--- src/rtl/hbus_pkg.sv ---
package hbus_pkg;
  localparam int HB_LANES = 2;
  localparam int HB_DW    = 8 * HB_LANES;

  typedef enum logic [1:0] {
    ST_IDLE = 2'd0,
    ST_MEM  = 2'd1,
    ST_HOLD = 2'd2
  } hbus_state_e;

  // Active-low strobes become an active-high per-lane mask
  function automatic logic [HB_LANES-1:0] lane_mask(input logic [HB_LANES-1:0] strobe_n);
    return ~strobe_n;
  endfunction

  // Logical wait request mapped onto the configured pin level
  function automatic logic wait_level(input logic active, input logic pol);
    return active ? pol : ~pol;
  endfunction
endpackage

--- src/rtl/hbus_decode.sv ---
module hbus_decode
  import hbus_pkg::*;
#(
  parameter int LANES = HB_LANES
) (
  input  logic             cs_n,
  input  logic [LANES-1:0] wr_n,
  input  logic [LANES-1:0] rd_n,
  output logic             strobe_on,
  output logic             is_write,
  output logic [LANES-1:0] be
);
  logic any_rd;

  assign is_write  = (wr_n != '1);
  assign any_rd    = (rd_n != '1);
  assign strobe_on = !cs_n && (is_write || any_rd);
  assign be        = is_write ? lane_mask(wr_n) : lane_mask(rd_n);
endmodule

--- src/rtl/hbus_fsm.sv ---
module hbus_fsm
  import hbus_pkg::*;
(
  input  logic        clk,
  input  logic        rst,
  input  logic        strobe_on,
  input  logic        sel_mem,
  input  logic        mem_ack,
  output hbus_state_e state_q,
  output logic        start_mem,
  output logic        start_reg,
  output logic        mem_done
);
  hbus_state_e state_d;
  logic        idle;

  assign idle      = (state_q == ST_IDLE);
  assign start_mem = idle && strobe_on && sel_mem;
  assign start_reg = idle && strobe_on && !sel_mem;
  assign mem_done  = (state_q == ST_MEM) && mem_ack;

  always_comb begin
    state_d = state_q;
    unique case (state_q)
      ST_IDLE: begin
        if (start_mem)      state_d = ST_MEM;
        else if (start_reg) state_d = ST_HOLD;
      end
      ST_MEM:  if (mem_ack)    state_d = ST_HOLD;
      ST_HOLD: if (!strobe_on) state_d = ST_IDLE;
      default: state_d = ST_IDLE;
    endcase
  end

  always_ff @(posedge clk) begin
    if (rst) state_q <= ST_IDLE;
    else     state_q <= state_d;
  end
endmodule

--- src/rtl/hbus_lanes.sv ---
module hbus_lanes
  import hbus_pkg::*;
#(
  parameter int LANES = HB_LANES
) (
  input  logic               cs_n,
  input  logic [LANES-1:0]   rd_n,
  input  logic [8*LANES-1:0] src,
  output logic [8*LANES-1:0] rdata,
  output logic               rdata_oe
);
  for (genvar g = 0; g < LANES; g++) begin : g_lane
    assign rdata[8*g +: 8] = (!cs_n && !rd_n[g]) ? src[8*g +: 8] : 8'h00;
  end

  assign rdata_oe = !cs_n && (rd_n != '1);
endmodule

--- src/rtl/hbus_slave.sv ---
module hbus_slave
  import hbus_pkg::*;
#(
  parameter int AW  = 17,
  parameter int RAW = 6
) (
  input  logic                clk,
  input  logic                rst,
  input  logic                cs_n,
  input  logic                sel_mem,
  input  logic [AW-1:0]       host_addr,
  input  logic [HB_LANES-1:0] wr_n,
  input  logic [HB_LANES-1:0] rd_n,
  input  logic [HB_DW-1:0]    wdata,
  output logic [HB_DW-1:0]    rdata,
  output logic                rdata_oe,
  input  logic                wait_pol,
  output logic                wait_out,
  output logic                mem_req,
  output logic                mem_we,
  output logic [AW-1:0]       mem_addr,
  output logic [HB_LANES-1:0] mem_be,
  output logic [HB_DW-1:0]    mem_wdata,
  input  logic                mem_ack,
  input  logic [HB_DW-1:0]    mem_rdata,
  output logic                reg_req,
  output logic                reg_we,
  output logic [RAW-1:0]      reg_addr,
  output logic [HB_LANES-1:0] reg_be,
  output logic [HB_DW-1:0]    reg_wdata,
  input  logic [HB_DW-1:0]    reg_rdata
);
  // Named internal events (observed by the bound checker)
  logic                strobe_on;
  logic                is_write;
  logic [HB_LANES-1:0] be;
  hbus_state_e         state_q;
  logic                start_mem;
  logic                start_reg;
  logic                mem_done;
  logic                wait_act;
  logic [HB_DW-1:0]    hold_q;
  logic [HB_DW-1:0]    read_src;

  hbus_decode #(.LANES(HB_LANES)) u_decode (
    .cs_n      (cs_n),
    .wr_n      (wr_n),
    .rd_n      (rd_n),
    .strobe_on (strobe_on),
    .is_write  (is_write),
    .be        (be)
  );

  hbus_fsm u_fsm (
    .clk       (clk),
    .rst       (rst),
    .strobe_on (strobe_on),
    .sel_mem   (sel_mem),
    .mem_ack   (mem_ack),
    .state_q   (state_q),
    .start_mem (start_mem),
    .start_reg (start_reg),
    .mem_done  (mem_done)
  );

  // Memory request is captured once and held until acknowledged
  always_ff @(posedge clk) begin
    if (rst) begin
      mem_we    <= 1'b0;
      mem_addr  <= '0;
      mem_be    <= '0;
      mem_wdata <= '0;
    end else if (start_mem) begin
      mem_we    <= is_write;
      mem_addr  <= host_addr;
      mem_be    <= be;
      mem_wdata <= wdata;
    end
  end

  assign mem_req = (state_q == ST_MEM);

  // Register port completes in the start cycle
  assign reg_req   = start_reg;
  assign reg_we    = is_write;
  assign reg_addr  = host_addr[RAW-1:0];
  assign reg_be    = be;
  assign reg_wdata = wdata;

  // Read holding register
  always_ff @(posedge clk) begin
    if (rst)            hold_q <= '0;
    else if (start_reg) hold_q <= reg_rdata;
    else if (mem_done)  hold_q <= mem_rdata;
  end

  assign read_src = start_reg ? reg_rdata : hold_q;

  hbus_lanes #(.LANES(HB_LANES)) u_lanes (
    .cs_n     (cs_n),
    .rd_n     (rd_n),
    .src      (read_src),
    .rdata    (rdata),
    .rdata_oe (rdata_oe)
  );

  assign wait_act = start_mem || (state_q == ST_MEM);
  assign wait_out = wait_level(wait_act, wait_pol);
endmodule

--- config.mk ---
export PLATFORM = sky130hd
export DESIGN_NAME = hbus_slave
export DESIGN_NICKNAME = d
export VERILOG_FILES = /design/src/rtl/hbus_pkg.sv /design/src/rtl/hbus_decode.sv /design/src/rtl/hbus_fsm.sv /design/src/rtl/hbus_lanes.sv /design/src/rtl/hbus_slave.sv
export SDC_FILE = /design/constraint.sdc
export NUM_CORES = 1
export LEC_CHECK = 0
export ABC_CLOCK_PERIOD_IN_PS = 2000
export BUFFER_PORTS_ARGS = -buffer_cell sky130_fd_sc_hd__buf_2
export CAP_MARGIN = 20
export CELL_PAD_IN_SITES_DETAIL_PLACEMENT = 0
export CELL_PAD_IN_SITES_GLOBAL_PLACEMENT = 1
export CORE_MARGIN = 2
export CORE_UTILIZATION = 31
export CTS_CLUSTER_DIAMETER = 120
export DETAILED_ROUTE_END_ITERATION = 8
export PLACE_DENSITY = 0.89
export RECOVER_POWER = 100
export SYNTH_ARGS = -nofsm -noshare
export SYNTH_HDL_FRONTEND = slang
export SYNTH_SLANG_ARGS = --single-unit
--- constraint.sdc ---
create_clock -name clk -period 2 [get_ports clk]
set_clock_uncertainty 0.2 [all_clocks]
set_input_delay 0.2 -clock clk [delete_from_list [all_inputs] [get_ports clk]]
set_output_delay 0.2 -clock clk [all_outputs]
set_load 0.05 [all_outputs]
---- Word level (Yosys, flattened, before mapping) ----
Cells that the tools add are included.
word-level totals
  input bits .............................. 75
  word-level logic and storage cells ...... 45
  output and inout port bits .............. 81
  register bits after elaboration ......... 54
cells by class
  bitwise operators ....................... 3
  reduce and logical (&&, ||, !) cells .... 17
  multiplexer cells ....................... 12
  equality and inequality tests ........... 7
operators by type and width
  cell                  number
  $mux W16              3
  $mux W8               2
  $mux W2               5
  $logic_and A1 B1 Y1   8
  $ne A2 B2 Y1 const B  3
  $pmux W2 S3           1
  $logic_not A1 Y1      4
  $not A2 Y2            2
  $ne A3 B3 Y1 const B  1
  $reduce_and A3 Y1     1
  $eq A2 B1 Y1 const B  1
  $eq A2 B2 Y1 const B  1
  $logic_not A2 Y1      1
  $logic_or A1 B1 Y1    2
  $ne A2 B1 Y1 const B  1
  $reduce_bool A2 Y1    1
  $mux W1               1
  $not A1 Y1            1

---- Logic depth before layout (Yosys ltp) ----
  word-level depth ........................ 8
  gate-level depth with buffers ........... 6
  gate-level depth less buffers ........... 3

---- Modules after synthesis ----
From an unflattened synthesis, not the netlist that was laid out.
unflattened totals
  cells, all modules ...................... 268
  area, all modules ....................... 2807.7 µm²
by module, submodules not included
  module       area each (µm²)  seq. area each (µm²)  times used  cells an instance
  hbus_slave   2444.8           1041.0                1           229
  hbus_lanes   211.5            0.0                   1           21
  hbus_fsm     121.4            40.0                  1           12
  hbus_decode  30.0             0.0                   1           6

---- Least setup slack after synthesis ----
OpenSTA, ideal clock, no wires.
  path kind ............................... flip-flop to output port
  start point ............................. reg u_fsm.state_q[0]
  end point ............................... out wait_out
  stages on the path, launching flop included .. 5
  data required time ...................... 1.600 ns
  arrival time ............................ 2.162 ns
  path buffers ............................ 1
  path slack .............................. -0.562 ns
  cells stage by stage .................... dfxtp_1 > buf_2 > nor2b_1 > a21oi_1 > xor2_1
on the way
  elaborated cells on any way between the ends .. 6
  classes of those cells .................. eq/ne (1); mux (1); reduce/logical (4)
RTL lines
  element                   line               source
  start: declaration        hbus_fsm.sv:9      output hbus_state_e state_q,
  start signal: assignment  hbus_fsm.sv:37     else state_q <= state_d;
  $eq A2 B1 Y1              n/a
  via mem_req               hbus_slave.sv:19   output logic mem_req,
  $logic_or A1 B1 Y1        hbus_slave.sv:107  assign wait_act = start_mem || (state_q == ST_MEM);
  $mux W1                   hbus_pkg.sv:18     return active ? pol : ~pol;
  end: declaration          hbus_slave.sv:18   output logic wait_out,
The timed path passes the listed nets, and every way through them passes these cells.

---- Worst setup path after layout ----
  start point ............................. reg u_fsm.state_q[1]
  end point ............................... out rdata[13]
on the way
  word-level cells in the longest chain between the ends .. 5
RTL lines
  element                           line              source
  $logic_not A2 Y1                  hbus_fsm.sv:17    assign idle = (state_q == ST_IDLE);
  $logic_and A1 B1 Y1 (2 in a row)  hbus_fsm.sv:19    assign start_reg = idle && strobe_on && !sel_mem;
  $mux W16                          hbus_slave.sv:97  assign read_src = start_reg ? reg_rdata : hold_q;
  $mux W8                           hbus_lanes.sv:13  assign rdata[8*g +: 8] = (!cs_n && !rd_n[g]) ? src[8*g +: 8] : 8'h00;
  end: declaration                  hbus_slave.sv:15  output logic [HB_DW-1:0] rdata,
No other way between the ends.

==> results list <==
* Top FF cell, synth: sky130_fd_sc_hd__dfxtp_1
- R2R setup slack: -170 ps
- Maximum number of pins on one net before global-route repair: 41
- Count of final setup violators: 47
- Die area: 0.0102 mm2
- Root Buffer: sky130_fd_sc_hd__clkbuf_8
* Portion of total power attributed to sequential cells: 41.2%
* Grt ovf: 0
* Part of the total power dissipated in the clock network: 21.5%
- In the post-route analysis, the smallest setup slack over all paths is -226 ps.
- Total vias in the final route: 3400
- The die is 101 um tall.
* Switching portion of total power: 38.0%
- Synthesized instance count: 360
- Critical path peak fanout: 8
- After filler insertion, the fill cell instance count of the layout stands at 847.
- Number of pins with negative max-slew slack in the final report: 0
- Highest Clock Rate: 449 MHz
- Yosys warnings: 0
* Number of antenna violations at the first check in global routing: 0
- The first global-routing pass estimated 16100 um of wire.
* Clock buffer count from CTS: 5
* Tightest slew margin relative to the limit: 56.8%
- Total Power Consumption: 2.90 mW
- The critical path is of the flip-flop to primary output type.
- Vias in the first global route: 3278
* Total track usage: 19.6%
- Kind of launch point of the worst setup path: flip-flop
* Worst-case vdd ir drop: 0.000275 V
* Leakage power summed over all cells: 1.88 nW
- In this run the critical register-to-register path is captured at mem_addr[5].
* Worst slack at placement: -30.9 ps
- Internal power comes to 1.80 mW.
- Data on the critical path is required at its endpoint by 1600 ps.
- HPWL Detailed: 6280 um
* Switching power summed over all nets: 1.10 mW
* Worst setup EP type: primary output
- In this run the standard cell core region covers 0.00920 mm2.
- # DRC: 0
- Wire length after detailed routing: 11000 um
- The synthesized netlist contains 33 unique library cells.
- The startpoint identified for the worst register-to-register timing path is u_fsm.state_q[0].
* Setup repair after global routing missed its margin: yes
- Min-delay src: mem_ack
- The initial utilization of the core area, before any placement, comes to 31.8%.
- Hold is met by 2.43 ps.
- The worst path in the final design needs a cycle of 2230 ps, including I/O delays and setup.
* Antenna Diode Count: 0
* RD Place Congestion: 0.785
- Each instance of the synthesized netlist takes up on average 8.12 um2.
* Worst Reg-to-Reg Cells: 9
- At the pin with the least slew margin, the transition time is 651 ps.
- In this run the power density over the cells is 565 mW/mm2.
- Cell depth of the worst hold path: 3
* Comb power frac: 37.3%
* Period utilisation layout: 111%
- Max-cap violations in this run came to 0.
- In this run, synthesis inferred 0 flip-flops with an integrated enable.
- I/O pin cnt: 156
- # rows: 35
* Vias per inst: 5.17
- Before antenna repair, the detailed router went through 4 iterations.
- In this run the remaining antenna-violating nets after routing total 0.
* TritonCTS clock tree: done
- Counting flops and latches in the post-synthesis netlist gives 54.
- The worst hold path terminates at u_fsm.state_q[0].
- The number of nets in the synthesized netlist is 435.
- Post-synthesis cell area: 0.00292 mm2
- DR WL/cell: 16.7 um
* Asr flop ratio synth: 0%
- Width of the die: 101 um
- Post-layout nets: 621
* Count of routing violations after the opening detailed-route iteration: 171
* Signed area change from the synthesized netlist to the final layout: 75.6%
- The flow ran to the end, but the final reports show violations.
* Count of clock tree sinks: 54
- Endpoints failing hold: 0
- After clock tree synthesis, the clock-pin slew on the worst setup and hold paths is 100 ps.
* Largest buffer count on any clock path: 2
- Arrival time at the worst endpoint: 1830 ps
- Sequential area share after synthesis: 37.0%
* Buffers added on ports: 155
* Share of layout cells above drive strength 1: 47.9%
* H-Tree Level Count: 2
- The checks that failed: negative setup slack.
* Clk_lat worst skew: 300 ps
- The path class of the tightest hold or removal check is input port to flip-flop.
## layout by cell type (no fill, tap or decap), types with 3 or more instances in the layout
master,n
sky130_fd_sc_hd__dfxtp_1,53
sky130_fd_sc_hd__a311oi_1,7
sky130_fd_sc_hd__a311oi_2,9
sky130_fd_sc_hd__buf_8,3
sky130_fd_sc_hd__nor3_2,14
sky130_fd_sc_hd__o21ai_4,16
sky130_fd_sc_hd__clkbuf_1,61
sky130_fd_sc_hd__buf_4,16
sky130_fd_sc_hd__a21oi_4,10
sky130_fd_sc_hd__buf_6,20
sky130_fd_sc_hd__inv_1,3
sky130_fd_sc_hd__clkbuf_8,5
sky130_fd_sc_hd__nand3_2,15
sky130_fd_sc_hd__nand2_1,35
sky130_fd_sc_hd__nand3_1,34
sky130_fd_sc_hd__o21ai_2,34
sky130_fd_sc_hd__buf_12,7
sky130_fd_sc_hd__clkbuf_16,5
sky130_fd_sc_hd__a21oi_1,29
sky130_fd_sc_hd__clkbuf_2,3
sky130_fd_sc_hd__buf_2,74
sky130_fd_sc_hd__a21oi_2,14
sky130_fd_sc_hd__dlygate4sd3_1,49
## power groups by stage
stage          Combinational, mW  Clock [mW]  Sequential, mW
2_1_floorplan              0.500           0            1.32
3_3_place_gp               0.825           0            1.20
3_5_place_dp               0.836           0            1.20
4_1_cts                    0.988       0.645            1.18
5_1_grt                     1.14       0.681            1.20
6_report                    1.08       0.623            1.20
## logic make-up (layout without fill, tap and decap cells)
family	count (synthesis)	in the layout	share of synthesized area, %
AOI/OAI and AO/OA	125	125	26.3
xor gates and xnor gates	1	1	0.300
buffers and inverters	64	251	13.7
and+or+nand+nor	116	116	22.8
DFF	54	54	37.0
## sequential cells by signal, summed over array words and instances, names as in the netlist
register       count
mem_we             1
hold_q            16
mem_addr          17
mem_be             2
u_fsm.state_q      2
mem_wdata         16
## layer usage
layer	vias up	global-route usage [%]	share of wire, %
met3	20	3.33	5.7
met5	-	0	0
met1	1598	23.7	41
met2	133	35.1	52
met4	0	6.65	2.0
li1	1649	-	-
## stage by stage
| step | setup TNS (ps) | instance area, um2 | util [%] | cells |
|---|---|---|---|---|
| floorplan | -40.4 | 3070 | - | 360 |
| global placement | 0 | 3820 | 41.6 | 586 |
| detailed placement | -159 | 3820 | 41.6 | 586 |
| CTS | -3610 | 4740 | 51.6 | 649 |
| global route | -10110 | 5130 | 55.8 | 658 |
| finish | -6260 | 5130 | 55.8 | 658 |
## worst max path at each step
stage,startpoint,endpoint,slack [ps],cells after the start
6_report,u_fsm.state_q[1],rdata[13],-230,5
3_5_place_dp,u_fsm.state_q[1],rdata[3],-30,5
2_1_floorplan,u_fsm.state_q[0],wait_out,-40,4
5_1_grt,u_fsm.state_q[1],rdata[0],-270,5
4_1_cts,u_fsm.state_q[0],rdata[7],-210,6
3_3_place_gp,u_fsm.state_q[1],rdata[11],10,5
## cell usage after synthesis, types with 6 or more instances
master | number | share of area, %
sky130_fd_sc_hd__a21oi_1 | 53 | 9.1
sky130_fd_sc_hd__a311oi_1 | 7 | 2.1
sky130_fd_sc_hd__a311oi_2 | 9 | 4.6
sky130_fd_sc_hd__buf_2 | 8 | 1.4
sky130_fd_sc_hd__buf_4 | 25 | 6.4
sky130_fd_sc_hd__buf_6 | 7 | 2.7
sky130_fd_sc_hd__clkbuf_1 | 14 | 1.8
sky130_fd_sc_hd__dfxtp_1 | 54 | 37
sky130_fd_sc_hd__nand2_1 | 36 | 4.6
sky130_fd_sc_hd__nand3_1 | 49 | 8.4
sky130_fd_sc_hd__nor3_2 | 14 | 4.8
sky130_fd_sc_hd__o21ai_0 | 6 | 1.0
sky130_fd_sc_hd__o21ai_1 | 43 | 7.4
## what timing repair did
action	in CTS	in global routing
setup endpoints to repair	18	57
gates resized for setup	67	77
hold buffers	49	0
buffers inserted	4	4
cloned	2	5
pin swaps	5	31
endpoints found under the hold margin	49	0
## critical path: stages (launching register included)
cell and delay [ps]:
sky130_fd_sc_hd__dfxtp_1 320, sky130_fd_sc_hd__or4_4 590, sky130_fd_sc_hd__clkbuf_16 210, sky130_fd_sc_hd__o21ai_2 160
sky130_fd_sc_hd__a21oi_4 70, sky130_fd_sc_hd__buf_6 170
## area by class of cell
type / count / area [um2] / area share [%]
inverters: 4 / 15.0 / 0.292
multi-input cells: 242 / 2010 / 39.2
repair buffers: 239 / 1790 / 34.9
clock buffers: 5 / 68.8 / 1.34
well taps: 111 / 139 / 2.71
flip-flops and latches: 54 / 1080 / 21.1
clock inverters: 3 / 21.3 / 0.414
No activity file was read; power rests on OpenSTA's default activity.
